--- config.mk ---
export PLATFORM = sky130hd
export DESIGN_NAME = glitch_filter_bank
export DESIGN_NICKNAME = d
export VERILOG_FILES = /design/src/rtl/gf_pkg.sv /design/src/rtl/gf_regs.sv /design/src/rtl/gf_tick_sel.sv /design/src/rtl/gf_pin_filter.sv /design/src/rtl/glitch_filter_bank.sv
export SDC_FILE = /design/constraint.sdc
export NUM_CORES = 1
export LEC_CHECK = 0
export ABC_AREA = 1
export CAP_MARGIN = 40
export CORE_MARGIN = 3
export CORE_UTILIZATION = 39
export DETAILED_ROUTE_END_ITERATION = 7
export HOLD_SLACK_MARGIN = 0.12
export PLACE_DENSITY = 0.68
export REMOVE_ABC_BUFFERS = 1
export SLEW_MARGIN = 25
export SYNTH_ARGS = -nofsm -noshare
export SYNTH_HDL_FRONTEND = slang
export SYNTH_SLANG_ARGS = --single-unit
--- constraint.sdc ---
create_clock -name clk -period 2.2 [get_ports clk]
set_clock_uncertainty 0.15 [all_clocks]
set_input_delay 0.55 -clock clk [delete_from_list [all_inputs] [get_ports clk]]
set_output_delay 0.55 -clock clk [all_outputs]
set_load 0.01 [all_outputs]
--- src/rtl/gf_pkg.sv ---
package gf_pkg;
  localparam int GF_ADDR_W = 2;

  typedef enum logic [GF_ADDR_W-1:0] {
    GF_ADDR_ENABLE = 2'd0,
    GF_ADDR_CLKSEL = 2'd1,
    GF_ADDR_LEN    = 2'd2,
    GF_ADDR_SPARE  = 2'd3
  } gf_addr_e;
endpackage

--- src/rtl/gf_regs.sv ---
module gf_regs
  import gf_pkg::*;
#(
  parameter int NPINS  = 32,
  parameter int DATA_W = 32,
  parameter int LEN_W  = 5
) (
  input  logic                 clk,
  input  logic                 rst,
  input  logic                 reg_wr_i,
  input  logic [GF_ADDR_W-1:0] reg_addr_i,
  input  logic [DATA_W-1:0]    reg_wdata_i,
  output logic [DATA_W-1:0]    reg_rdata_o,
  output logic [NPINS-1:0]     en_o,
  output logic                 slow_sel_o,
  output logic [LEN_W-1:0]     len_o,
  output logic                 clr_o
);

  logic [NPINS-1:0]  en_q;
  logic              sel_q;
  logic [LEN_W-1:0]  len_q;
  logic [DATA_W-1:0] rdata_q;

  // configuration registers
  always_ff @(posedge clk) begin
    if (rst) begin
      en_q  <= '0;
      sel_q <= 1'b0;
      len_q <= '0;
    end else if (reg_wr_i) begin
      case (reg_addr_i)
        GF_ADDR_ENABLE: en_q  <= reg_wdata_i[NPINS-1:0];
        GF_ADDR_CLKSEL: sel_q <= reg_wdata_i[0];
        GF_ADDR_LEN:    len_q <= reg_wdata_i[LEN_W-1:0];
        default: ;
      endcase
    end
  end

  // registered read path
  always_ff @(posedge clk) begin
    if (rst) begin
      rdata_q <= '0;
    end else begin
      rdata_q <= '0;
      case (reg_addr_i)
        GF_ADDR_ENABLE: rdata_q[NPINS-1:0] <= en_q;
        GF_ADDR_CLKSEL: rdata_q[0]         <= sel_q;
        GF_ADDR_LEN:    rdata_q[LEN_W-1:0] <= len_q;
        default: ;
      endcase
    end
  end

  // a timing-setting write restarts every filter count
  assign clr_o = reg_wr_i &&
                 (reg_addr_i == GF_ADDR_CLKSEL || reg_addr_i == GF_ADDR_LEN);

  assign en_o        = en_q;
  assign slow_sel_o  = sel_q;
  assign len_o       = len_q;
  assign reg_rdata_o = rdata_q;

  p_sel_upper_zero_r3: assert property (@(posedge clk) disable iff (rst)
    (reg_addr_i == GF_ADDR_CLKSEL) |=> (reg_rdata_o[DATA_W-1:1] == '0));

  p_len_upper_zero_r4: assert property (@(posedge clk) disable iff (rst)
    (reg_addr_i == GF_ADDR_LEN) |=> (reg_rdata_o[DATA_W-1:LEN_W] == '0));

  p_spare_zero_r4: assert property (@(posedge clk) disable iff (rst)
    (reg_addr_i == GF_ADDR_SPARE) |=> (reg_rdata_o == '0));

endmodule

--- src/rtl/gf_tick_sel.sv ---
module gf_tick_sel (
  input  logic slow_sel_i,
  input  logic slow_tick_i,
  output logic tick_o
);
  // fast source: every bus cycle is a tick
  assign tick_o = slow_sel_i ? slow_tick_i : 1'b1;
endmodule

--- src/rtl/gf_pin_filter.sv ---
module gf_pin_filter #(
  parameter int LEN_W = 5
) (
  input  logic             clk,
  input  logic             rst,
  input  logic             en_i,
  input  logic             dig_i,
  input  logic             tick_i,
  input  logic             clr_i,
  input  logic [LEN_W-1:0] len_i,
  input  logic             raw_i,
  output logic             filt_o
);

  logic [LEN_W-1:0] cnt_q;
  logic             out_q;

  always_ff @(posedge clk) begin
    if (rst || !en_i) begin
      out_q <= 1'b0;
      cnt_q <= '0;
    end else if (!dig_i) begin
      out_q <= raw_i;
      cnt_q <= '0;
    end else if (clr_i) begin
      cnt_q <= '0;
    end else if (tick_i) begin
      if (raw_i == out_q) begin
        cnt_q <= '0;
      end else if (cnt_q >= len_i) begin
        out_q <= raw_i;
        cnt_q <= '0;
      end else begin
        cnt_q <= cnt_q + 1'b1;
      end
    end
  end

  assign filt_o = out_q;

  p_off_zero_r5: assert property (@(posedge clk) disable iff (rst)
    !en_i |=> !filt_o);

  p_cnt_le_len_r7: assert property (@(posedge clk) disable iff (rst)
    en_i && dig_i |-> (cnt_q <= len_i));

  p_no_tick_hold_r10: assert property (@(posedge clk) disable iff (rst)
    (en_i && dig_i && !tick_i && !clr_i) |=> ($stable(filt_o) && $stable(cnt_q)));

  p_clear_hold_r11: assert property (@(posedge clk) disable iff (rst)
    (en_i && dig_i && clr_i) |=> ($stable(filt_o) && cnt_q == '0));

endmodule

--- src/rtl/glitch_filter_bank.sv ---
module glitch_filter_bank
  import gf_pkg::*;
#(
  parameter int NPINS  = 32,
  parameter int DATA_W = 32,
  parameter int LEN_W  = 5
) (
  input  logic                 clk,
  input  logic                 rst,
  input  logic                 reg_wr,
  input  logic [GF_ADDR_W-1:0] reg_addr,
  input  logic [DATA_W-1:0]    reg_wdata,
  output logic [DATA_W-1:0]    reg_rdata,
  input  logic                 slow_tick,
  input  logic [NPINS-1:0]     pin_raw,
  input  logic [NPINS-1:0]     pin_dig_in,
  output logic [NPINS-1:0]     pin_filt
);

  logic [NPINS-1:0] en;
  logic             slow_sel;
  logic [LEN_W-1:0] len;
  logic             clr;
  logic             tick;

  gf_regs #(
    .NPINS  (NPINS),
    .DATA_W (DATA_W),
    .LEN_W  (LEN_W)
  ) u_regs (
    .clk         (clk),
    .rst         (rst),
    .reg_wr_i    (reg_wr),
    .reg_addr_i  (reg_addr),
    .reg_wdata_i (reg_wdata),
    .reg_rdata_o (reg_rdata),
    .en_o        (en),
    .slow_sel_o  (slow_sel),
    .len_o       (len),
    .clr_o       (clr)
  );

  gf_tick_sel u_tick (
    .slow_sel_i  (slow_sel),
    .slow_tick_i (slow_tick),
    .tick_o      (tick)
  );

  for (genvar p = 0; p < NPINS; p++) begin : g_pin
    gf_pin_filter #(
      .LEN_W (LEN_W)
    ) u_filt (
      .clk    (clk),
      .rst    (rst),
      .en_i   (en[p]),
      .dig_i  (pin_dig_in[p]),
      .tick_i (tick),
      .clr_i  (clr),
      .len_i  (len),
      .raw_i  (pin_raw[p]),
      .filt_o (pin_filt[p])
    );
  end

endmodule

-- After elaboration in Yosys (flattened, before gate mapping)
Index checks and enable logic that the tools add are counted.
- muxes and demuxes: 227
- bitwise operators: 33
- $mul: 0
- reductions and logical operators: 135
- order comparisons: 32
- shift operators: 0
- equal/unequal tests: 162
- div/mod/pow operators: 0
- add/subtract/negate cells: 32
- operators by type and width (operator ; number):
    $mux 5 ; 64
    $mux 1 ; 161
    $add 5x1->5 const B ; 32
    $ge 5x5->1 ; 32
    $ne 2x1->1 const B ; 64
    $ne 2x2->1 const B ; 64
    $reduce_and 4->1 ; 32
    $reduce_or 3->1 ; 32
    $logic_or 1x1->1 ; 33
    $not 1->1 ; 33
    $eq 1x1->1 ; 32
    $logic_not 1->1 ; 32
    $pmux 4 s2 ; 1
    $reduce_and 2->1 ; 3
    $pmux 1 s3 ; 1
    $eq 2x1->1 const B ; 1
    $eq 2x2->1 const B ; 1
    $logic_not 2->1 ; 1
    $reduce_or 2->1 ; 1
    $logic_and 1x1->1 ; 1
- logic and storage cells: 690
- bits of input ports: 102
- ROM bits: 0
- RAM bits: 0
- bits in latches: 0
- memories kept: 0
- flip-flop bits (word level): 262
- output and inout port bits: 64

-- Depth between registers and ports, before layout
Gate-level depths: netlist (run 1).
- depth in word-level cells: 6
- mapped depth: 11
- mapped depth without buffers: 11

-- Hierarchy
A second synthesis (run 1) with hierarchy kept.
- cells, all modules: 2404
- area, all modules: 17187.7 µm²
- modules (own cells, without submodules) (module ; sequential area each (µm²) ; cells an instance ; area an instance (µm²) ; times used):
    gf_pin_filter ; 120.1 ; 66 ; 461.7 ; 32
    gf_regs ; 1401.3 ; 290 ; 2406.1 ; 1
    gf_tick_sel ; 0.0 ; 2 ; 7.5 ; 1

-- Least setup slack after synthesis (run 1)
OpenSTA, ideal clock, no wires.
- path kind: register to register
- start: register u_regs.len_q[0], in the netlist u_regs.len_o[0]
- end: register g_pin[11].u_filt.cnt_q[1]
- path buffers: 0
- data arrival time: 1.873 ns
- cell stages (with the launch flop): 9
- data required time: 1.980 ns
- setup time: 0.070 ns
- path slack: 0.107 ns
- period minus slack after synthesis: 2.093 ns
- cells stage by stage: dfxtp_1 ha_1 inv_1 nand2_1 nand2_1 nand3_1 nor2_1 nand2_1 a21oi_1
- longest elaborated chain between the ends: 3
- RTL lines (element ; RTL line ; source):
    start, declared ; gf_regs.sv:22 ; logic [LEN_W-1:0] len_q;
    start signal, assigned ; gf_regs.sv:35 ; GF_ADDR_LEN: len_q <= reg_wdata_i[LEN_W-1:0];
    $ge 5x5->1 ; gf_pin_filter.sv:30 ; end else if (cnt_q >= len_i) begin
    $mux 5 ; gf_pin_filter.sv:30 ;
    $mux 5 ; gf_pin_filter.sv:28 ; if (raw_i == out_q) begin
    end signal, assigned ; gf_pin_filter.sv:34 ; cnt_q <= cnt_q + 1'b1;
    end, declared ; gf_pin_filter.sv:15 ; logic [LEN_W-1:0] cnt_q;
No other way between the ends.
A chain may end at the register's enable or synchronous reset.

-- Worst setup path in the final report (run 1)
- start: register u_regs.rdata_q[20], in the netlist u_regs.reg_rdata_o[20]
- end: output port reg_rdata[20]
- RTL lines (element ; RTL line ; source):
    start, declared ; gf_regs.sv:23 ; logic [DATA_W-1:0] rdata_q;
    start signal, assigned by index ; gf_regs.sv:48 ; GF_ADDR_ENABLE: rdata_q[NPINS-1:0] <= en_q;
    start signal, assigned by index ; gf_regs.sv:50 ; GF_ADDR_LEN: rdata_q[LEN_W-1:0] <= len_q;
    end, declared ; glitch_filter_bank.sv:13 ; output logic [DATA_W-1:0] reg_rdata,
No word-level cell between the ends.

==> key figures, run 1 <==
Power and ir drop
  – Sw Share: 0.2496
  – Static Leakage: 8.618 nW
  – Combinational share of power: 0.120
  – Max VDD drop: 0.5572 mV
  – Pint: 0.008508 W
  – NetSw: 0.002831 W
  – P per Cell Area: 596.3 nW/µm²
  – Sequential Power Share: 0.426
  – Clock power frac: 0.454

Setup path
  – WP data arrival: 1.43 ns
  – Worst Path Required: 1.50 ns
  – Critical-path top delay cell: clkdlybuf4s50_1
  – Cells along the critical path: clkdlybuf4s50_1
  – CP startpoint kind: flip-flop
  – R2R cell count: 10
  – WP depth: 1
  – R2R Setup Slk: 0.17 ns
  – CP Capture Type: output pin
  – CP Buf/Inv Count: 1
  – Crit Path Max Fanout: 1
  – Family with the most delay on the worst path: buffers and inverters
  – Crit path kind: reg -> out
  – Largest stage delay, worst path: 0.54 ns

Die
  – Boundary pin count: 166
  – Core Rows: 72
  – Die height: 204.9 µm
  – Die X: 204.9 µm
  – Die area: 41990 µm²
  – Core Area: 38830 µm²
  – Starting Density: 0.3975

Synth
  – Leading post-synthesis cells by cell area: dfxtp_1 34%, ha_1 16%, nand2_1 12%
  – #FFs+latches synth: 262
  – Seq/Total Area, Yosys: 0.3399
  – Ys flop type: dfxtp_1
  – Mean Syn Cell Area: 7.273 µm²
  – Post-synth EDFFs: 0
  – Post-synth top area share: 0.3399
  – Asr flop ratio synth: 0
  – Synthesis Warnings: 0
  – Distinct cells, synth: 24
  – Synth area leader: dfxtp_1
  – Synthesized area: 15430 µm²
  – Synthesized instance count: 2122

Placed design
  – Final Wtd Congestion: 0.8132
  – DP Wirelength: 27830 µm
  – Port bufs: 165
  – Pre-CTS worst setup slack: -0.2636 ns

Global routing
  – Global Route Usage Sum: 0.1821
  – Global-route wire length before repair: 63690 µm
  – Initial antenna violation count: 0
  – Grt ovf: 0
  – Pin count of the biggest net entering global routing: 45
  – Vias in the first global route: 13530

Timing
  – Final Slew Violations: 0
  – Slew HR: 0.7582
  – Final period util: 0.9698
  – Final setup vio count: 0
  – RSZ-0062 raised after global routing: false
  – Hold Fails Final Rpt: 0
  – Post-route minimum period: 2.134 ns
  – Max Freq: 468.7 MHz
  – Worst Max-Slew Pin Slew: 0.3590 ns
  – Final Worst Setup Slack: 0.06640 ns

Routing
  – Routed Antenna Nets: 0
  – Routed length per instance: 13.52 µm
  – Final WL: 38500 µm
  – Vias per cell: 4.789
  – # DRC: 0
  – DR iter-0 viols: 581
  – Pre-Repair DR Iteration Count: 5
  – Via count of the routed design: 13630

Min path
  – WHS Path Cells: 2
  – Worst Hold Class: reg -> reg

Flow run
  – Max-cap viol count: 0

Finish
  – Fill cells: 3736
  – Layout cells sized above 1: 0.05453
  – Final core occ: 0.4898
  – # nets final: 2606
  – Synth-to-layout area growth: 23.22%
  – # diodes: 0

Clock network
  – CTS sink cnt: 262
  – Cts bufs inserted: 31
  – Worst-path clk slew: 0.06 ns
  – Root Driver: clkbuf_16
  – H-Tree Depth: 1
  – Hold buffers post-CTS: 0
  – CTS tree: yes
  – Worst-Skew Late Latency: 0.58 ns
  – Clock Tree Buf Depth: 3

Outcome
  – Status: completed
cell usage after synthesis, drive strengths merged, types with 2 or more instances:
master / instances
inv: 218
nand3b: 35
nand4: 37
xnor2: 36
a21oi: 139
clkbuf: 12
or2: 25
ha: 196
nand3: 45
nor2: 364
nor3: 2
xor2: 91
nand2: 513
dfxtp: 262
buf: 67
o21ai: 77
metrics by stage:
step / TNS (ns) / cells / hold slack [ns] / total power (W) / cell area, µm²
finish: 0 / 2847 / 0.3004 / 0.01134 / 19020
global route: 0 / 2847 / 0.3260 / 0.01187 / 19020
CTS: 0 / 2847 / 0.3030 / 0.01150 / 19010
detailed placement: -29.32 / 2793 / 0.2987 / 0.006308 / 18040
global placement: -24.40 / 2793 / 0.2883 / 0.006266 / 18040
floorplan: -73.23 / 2043 / 0.2805 / 0.005653 / 14940
flip-flops by register name (all words and copies together), names as in the netlist:
name and cells:
u_regs.reg_rdata_o 32, u_regs.en_o 32, u_regs.len_o 5, g_pin.u_filt.filt_o 32, g_pin.u_filt.cnt_q 160, u_regs.slow_sel_o 1
final timing paths:
kind,from,end
hold / removal,u_regs.en_o[6],u_regs.reg_rdata_o[6]
hold reg to reg,u_regs.en_o[6],u_regs.reg_rdata_o[6]
setup / recovery,u_regs.reg_rdata_o[20],reg_rdata[20]
setup reg to reg,u_regs.len_o[2],g_pin[11].u_filt.cnt_q[3]
cells in the final DEF (no fill, tap or decap), drive strengths merged:
master,n
dfxtp,262
xor2,91
clkdlybuf4s50,129
nor2b,1
nand4,37
nand2,513
buf,68
nor3,2
a21oi,139
clkinvlp,1
or2,25
a32o,1
dlygate4sd2,34
inv,219
a311o,1
clkinv,1
nand3,45
clkbuf,49
xnor2,36
dlymetal6s2s,1
bufinv,2
o21ai,77
ha,196
nor2,364
nand3b,35
area by class of cell:
cell class	count	area [µm²]	share of cell area
multi-input combinational	1563	8886	0.4673
clock inverter	5	85.08	0.004474
sequential	262	5248	0.2760
clock buffer	49	933.4	0.04909
inverter	218	818.3	0.04303
tap	518	648.1	0.03408
timing repair buffer	232	2397	0.1261
logic make-up (layout without fill, tap and decap cells):
logic type / count (synthesis) / in the layout / share of synthesized area
AND/OR/NAND/NOR: 1022 / 1022 / 0.2726
flip-flops: 262 / 262 / 0.3399
AO/OA/AOI/OAI: 218 / 218 / 0.07135
adder cells (fa/ha/maj): 196 / 196 / 0.1589
XOR/XNOR: 127 / 127 / 0.07208
buffers and inverters: 297 / 504 / 0.08521
metal layers:
metal | part of all wire | global-route usage | up-vias
met5 | 0 | 0 | -
met2 | 0.47 | 0.3235 | 255
met3 | 0.055 | 0.03146 | 71
met4 | 0.027 | 0.05028 | 0
met1 | 0.45 | 0.2270 | 6215
li1 | - | - | 7093
what timing repair did:
| action | 4_1_cts | 5_1_grt |
|---|---|---|
| gates resized for setup | 35 | 4 |
| buffers inserted | 0 | 0 |
| setup endpoints to repair | 34 | 7 |
power by group through the flow:
stage / clock (W) / sequential (W) / combinational (W)
2_1_floorplan: 0 / 0.00494 / 0.000708
3_3_place_gp: 0 / 0.00494 / 0.00133
3_5_place_dp: 0 / 0.00494 / 0.00137
4_1_cts: 0.00530 / 0.00483 / 0.00137
5_1_grt: 0.00549 / 0.00484 / 0.00154
6_report: 0.00514 / 0.00483 / 0.00136
(Power assumes the default switching activity.)
==> inputs of run 2 (changes only) <==
--- a/config.mk
+++ b/config.mk
@@ -12,7 +12,7 @@
 export DETAILED_ROUTE_END_ITERATION = 7
 export HOLD_SLACK_MARGIN = 0.12
 export PLACE_DENSITY = 0.68
-export REMOVE_ABC_BUFFERS = 1
+export SKIP_CTS_REPAIR_TIMING = 1
 export SLEW_MARGIN = 25
 export SYNTH_ARGS = -nofsm -noshare
 export SYNTH_HDL_FRONTEND = slang
==> key figures, run 2 (same netlist as run 1, synthesis figures left out) <==
Finish
  – Synth-to-layout area growth: 23.93%
  – Final core occ: 0.4926
  – Most frequent cells in the layout: 509 x nand2_1, 364 x nor2_1, 259 x dfxtp_1
  – # nets final: 2611
  – Top reg by flops: g_pin.u_filt.cnt_q
  – Design Area, Final: 19120 µm²
  – Most common cell after layout, fill and taps aside: nand2_1
  – Largest register FFs: 160
  – Layout cells sized above 1: 0.05658

Global routing
  – Grt ovf: 0
  – Global-route wire length before repair: 65850 µm
  – Initial antenna violation count: 2
  – Pin count of the biggest net entering global routing: 36
  – Vias in the first global route: 13540
  – Global Route Usage Sum: 0.1934

Flow run
  – Max-cap viol count: 0

Placed design
  – Port bufs: 165
  – Cell Area, Placed: 18040 µm²
  – DP Wirelength: 30250 µm
  – Final Wtd Congestion: 0.8464

Timing
  – Slew HR: 0.6897
  – Final period util: 0.9808
  – RSZ-0062 raised after global routing: false
  – Max Freq: 463.5 MHz
  – Setup_tns: 0 ns
  – Final setup vio count: 0
  – Post-route minimum period: 2.158 ns
  – Worst Max-Slew Pin Slew: 0.4637 ns
  – Hold Fails Final Rpt: 0
  – Final Slew Violations: 0

Clock network
  – CTS tree: yes
  – CTS sink cnt: 262
  – Clock Tree Buf Depth: 3
  – H-Tree Depth: 2
  – Worst-Skew Late Latency: 0.52 ns
  – Cts bufs inserted: 34
  – Worst-path clk slew: 0.05 ns
  – Root Driver: clkbuf_16

Setup path
  – CP Capture Type: output pin
  – Family with the most delay on the worst path: buffers and inverters
  – CP startpoint kind: flip-flop
  – Largest stage delay, worst path: 0.55 ns
  – R2R Setup Slk: 0.19 ns
  – Cells along the critical path: clkdlybuf4s50_1
  – Crit Path Max Fanout: 3
  – CP Buf/Inv Count: 1
  – Critical-path top delay cell: clkdlybuf4s50_1
  – WP data arrival: 1.46 ns
  – Crit path kind: reg -> out
  – Worst Path Required: 1.50 ns

Die
  – Die height: 204.9 µm
  – Core Rows: 72
  – Starting Density: 0.3975
  – Die area: 41990 µm²
  – Boundary pin count: 166
  – Die X: 204.9 µm
  – Core Area: 38830 µm²

Power and ir drop
  – Max VDD drop: 0.5222 mV
  – P per Cell Area: 599.1 nW/µm²
  – Static Leakage: 8.736 nW

Synth
  – Post-Syn Nets: 2420

Routing
  – Pre-Repair DR Iteration Count: 5
  – Routed Antenna Nets: 0
  – # DRC: 0
  – Via count of the routed design: 13800
  – Final WL: 40540 µm
  – DR iter-0 viols: 581
  – Routed length per instance: 14.21 µm
  – Vias per cell: 4.836

Outcome
  – Status: completed

Min path
  – Worst Hold Class: reg -> reg
run 2: cell types whose count changed in the layout (fill, tap and decap cells not counted), moves of 2 or more:
cell,previous run,this run
buf_4,44,46
bufinv_16,2,0
clkbuf_16,31,35
clkbuf_8,9,7
clkdlybuf4s50_1,129,150
clkinv_2,0,3
diode_2,0,2
dlygate4sd2_1,34,0
dlymetal6s2s_1,1,14
o21ai_0,50,53
o21ai_1,27,24
run 2: final timing paths:
| path | start | endpoint | cells past startpoint |
|---|---|---|---|
| setup / recovery | g_pin[23].u_filt.filt_o | pin_filt[23] | 1 |
| hold reg to reg | u_regs.en_o[10] | u_regs.reg_rdata_o[10] | 2 |
| hold / removal | u_regs.en_o[10] | u_regs.reg_rdata_o[10] | 2 |
| setup reg to reg | u_regs.len_o[4] | g_pin[9].u_filt.cnt_q[4] | 10 |
run 2: layout make-up:
type                       count  area [µm²]
fill                        3728       19700
timing repair buffer         234        2487
tap                          518       648.1
inverter                     218       818.3
sequential                   262        5249
clock buffer                  50        1002
clock inverter                 6       40.04
antenna                        2       5.005
multi-input combinational   1563        8875
run 2: per-layer routing:
layer	routed length [µm]	vias to the layer above	global-route usage	share of wire
li1	-	7102	-	-
met1	17580	6359	0.2327	0.43
met2	19690	268	0.3408	0.49
met3	1962	69	0.03162	0.048
met4	1304	0	0.08250	0.032
met5	0	-	0	0
run 2: power by group:
group | switching, W | leakage, nW | internal [W]
logic | 0.000777 | 6.11 | 0.000606
clock network | 0.00210 | 0.512 | 0.00314
registers | 0.0000302 | 2.12 | 0.00481
total | 0.00290 | 8.74 | 0.00855
run 2: stage by stage:
stage | hold WS [ns] | total power [W] | instances | setup slack, ns
finish | 0.3067 | 0.01146 | 2853 | 0.04233
CTS | 0.3081 | 0.01162 | 2851 | -0.07504
detailed placement | 0.2964 | 0.006321 | 2795 | -0.2840
floorplan | 0.2805 | 0.005705 | 2122 | 0.1070
global route | 0.3230 | 0.01199 | 2853 | 0.001059
global placement | 0.2953 | 0.006279 | 2795 | -0.2217
==> inputs of run 3 (changes only) <==
--- a/config.mk
+++ b/config.mk
@@ -8,10 +8,10 @@
 export ABC_AREA = 1
 export CAP_MARGIN = 40
 export CORE_MARGIN = 3
-export CORE_UTILIZATION = 39
+export CORE_UTILIZATION = 40
 export DETAILED_ROUTE_END_ITERATION = 7
 export HOLD_SLACK_MARGIN = 0.12
-export PLACE_DENSITY = 0.68
+export PLACE_DENSITY = 0.69
 export SKIP_CTS_REPAIR_TIMING = 1
 export SLEW_MARGIN = 25
 export SYNTH_ARGS = -nofsm -noshare
==> key figures, run 3 (same netlist as run 1, synthesis figures left out) <==
Outcome
  – Status: completed

Global routing
  – Met3 Use GR: 0.04236
  – Initial antenna violation count: 1
  – Global Route Usage Sum: 0.1898
  – GR Util met1: 0.2336
  – Met2 usage: 0.3380
  – Layer with the highest usage: met2
  – Vias in the first global route: 13530
  – Pin count of the biggest net entering global routing: 65
  – Grt ovf: 0
  – Global-route wire length before repair: 65000 µm

Timing
  – Hold Fails Final Rpt: 0
  – Smallest hold slack: 0.2849 ns
  – Final Slew Violations: 0
  – Max Freq: 464.7 MHz
  – Slew HR: 0.7718
  – Post-route minimum period: 2.152 ns
  – Setup_tns: 0 ns
  – RSZ-0062 raised after global routing: false
  – Final setup vio count: 0
  – Final period util: 0.9782
  – Worst Max-Slew Pin Slew: 0.3422 ns

Routing
  – Routed Antenna Nets: 0
  – Via count of the routed design: 13740
  – Vias per cell: 4.834
  – DR iter-0 viols: 640
  – # DRC: 0
  – Final WL: 39750 µm
  – Routed length per instance: 13.98 µm
  – Pre-Repair DR Iteration Count: 5

Finish
  – # nets final: 2607
  – Synth-to-layout area growth: 23.84%
  – # diodes: 0
  – Largest register FFs: 160
  – Top reg by flops: g_pin.u_filt.cnt_q
  – Layout cells sized above 1: 0.05660
  – Most common cell after layout, fill and taps aside: nand2_1
  – Most frequent cells in the layout: 508 x nand2_1, 364 x nor2_1, 261 x dfxtp_1

Setup path
  – Crit Path Max Fanout: 1
  – Cells along the critical path: clkdlybuf4s50_1
  – Critical-path top delay cell: clkdlybuf4s50_1
  – CP startpoint kind: flip-flop
  – Worst Path Required: 1.50 ns
  – Family with the most delay on the worst path: buffers and inverters
  – Largest stage delay, worst path: 0.56 ns
  – CP Capture Type: output pin
  – CP Buf/Inv Count: 1
  – Crit path kind: reg -> out
  – WP data arrival: 1.45 ns

Die
  – Die area: 40970 µm²
  – Boundary pin count: 166
  – Core Rows: 71
  – Core Area: 37840 µm²
  – Die height: 202.4 µm
  – Starting Density: 0.4078
  – Die X: 202.4 µm

Clock network
  – Root Driver: clkbuf_16
  – CTS sink cnt: 262
  – CTS tree: yes
  – Worst-Skew Late Latency: 0.56 ns
  – Worst-path clk slew: 0.06 ns
  – Cts bufs inserted: 30
  – H-Tree Depth: 1
  – Clock Tree Buf Depth: 3

Power and ir drop
  – Sequential Power Share: 0.424
  – Clock power frac: 0.454
  – Sw Share: 0.2512
  – Static Leakage: 9.053 nW
  – Pint: 0.008527 W
  – P per Cell Area: 595.8 nW/µm²
  – Max VDD drop: 0.5702 mV
  – Combinational share of power: 0.122
  – NetSw: 0.002861 W

Placed design
  – DP Wirelength: 29100 µm
  – Final Wtd Congestion: 0.8301
  – Port bufs: 165

Flow run
  – Max-cap viol count: 0

Synth
  – Post-Syn Nets: 2420

Min path
  – Worst Hold Class: in -> reg
==> run 3: cell types whose count changed in the layout (fill, tap and decap cells not counted), sizes merged <==
| cell | before | now |
|---|---|---|
| clkdlybuf4s50 | 150 | 131 |
| dlymetal6s2s | 14 | 33 |
| clkbuf | 50 | 43 |
| clkinv | 3 | 8 |
| bufinv | 0 | 3 |
| diode | 2 | 0 |
| inv | 220 | 218 |
==> run 3: path summary, 6_finish.rpt <==
check	startpoint	to	slack [ns]	depth (start not counted)
worst max-delay path	u_regs.reg_rdata_o[7]	reg_rdata[7]	0.05	1
worst min-delay path	rst	g_pin[26].u_filt.filt_o	0.28	4
worst max register to register	u_regs.len_o[2]	g_pin[0].u_filt.cnt_q[4]	0.16	10
worst min register to register	u_regs.en_o[16]	u_regs.reg_rdata_o[16]	0.31	2
==> run 3: routing by layer <==
layer / wire length, µm / part of all wire
met2: 18900 / 0.48
met5: 17 / 0.00043
met3: 2264 / 0.057
met1: 17690 / 0.45
met4: 874 / 0.022
==> run 3: layout make-up <==
type / count / area (µm²)
clock buffer: 43 / 880.8
clock inverter: 12 / 141.4
fill: 3615 / 18730
inverter: 218 / 820.8
multi-input combinational: 1563 / 8886
sequential: 262 / 5246
tap: 511 / 639.4
timing repair buffer: 234 / 2497
==> run 3: stage by stage <==
stage               area (µm²)  setup slack, ns    util  power, W  cells
floorplan                15430           0.1070       -  0.005705   2122
global placement         18000          -0.2167  0.4758  0.006280   2788
detailed placement       18000          -0.2915  0.4758  0.006322   2788
CTS                      19030         -0.06960  0.5028   0.01151   2843
global route             19110         0.001779  0.5050   0.01187   2843
finish                   19110          0.04797  0.5050   0.01139   2843
==> run 3: power groups by stage <==
stage               Clock [W]  Sequential (W)  Combinational [W]
floorplan                   0         0.00494           0.000767
global route          0.00548         0.00483            0.00155
detailed placement          0         0.00494            0.00139
CTS                   0.00529         0.00483            0.00139
global placement            0         0.00494            0.00134
finish                0.00517         0.00483            0.00139
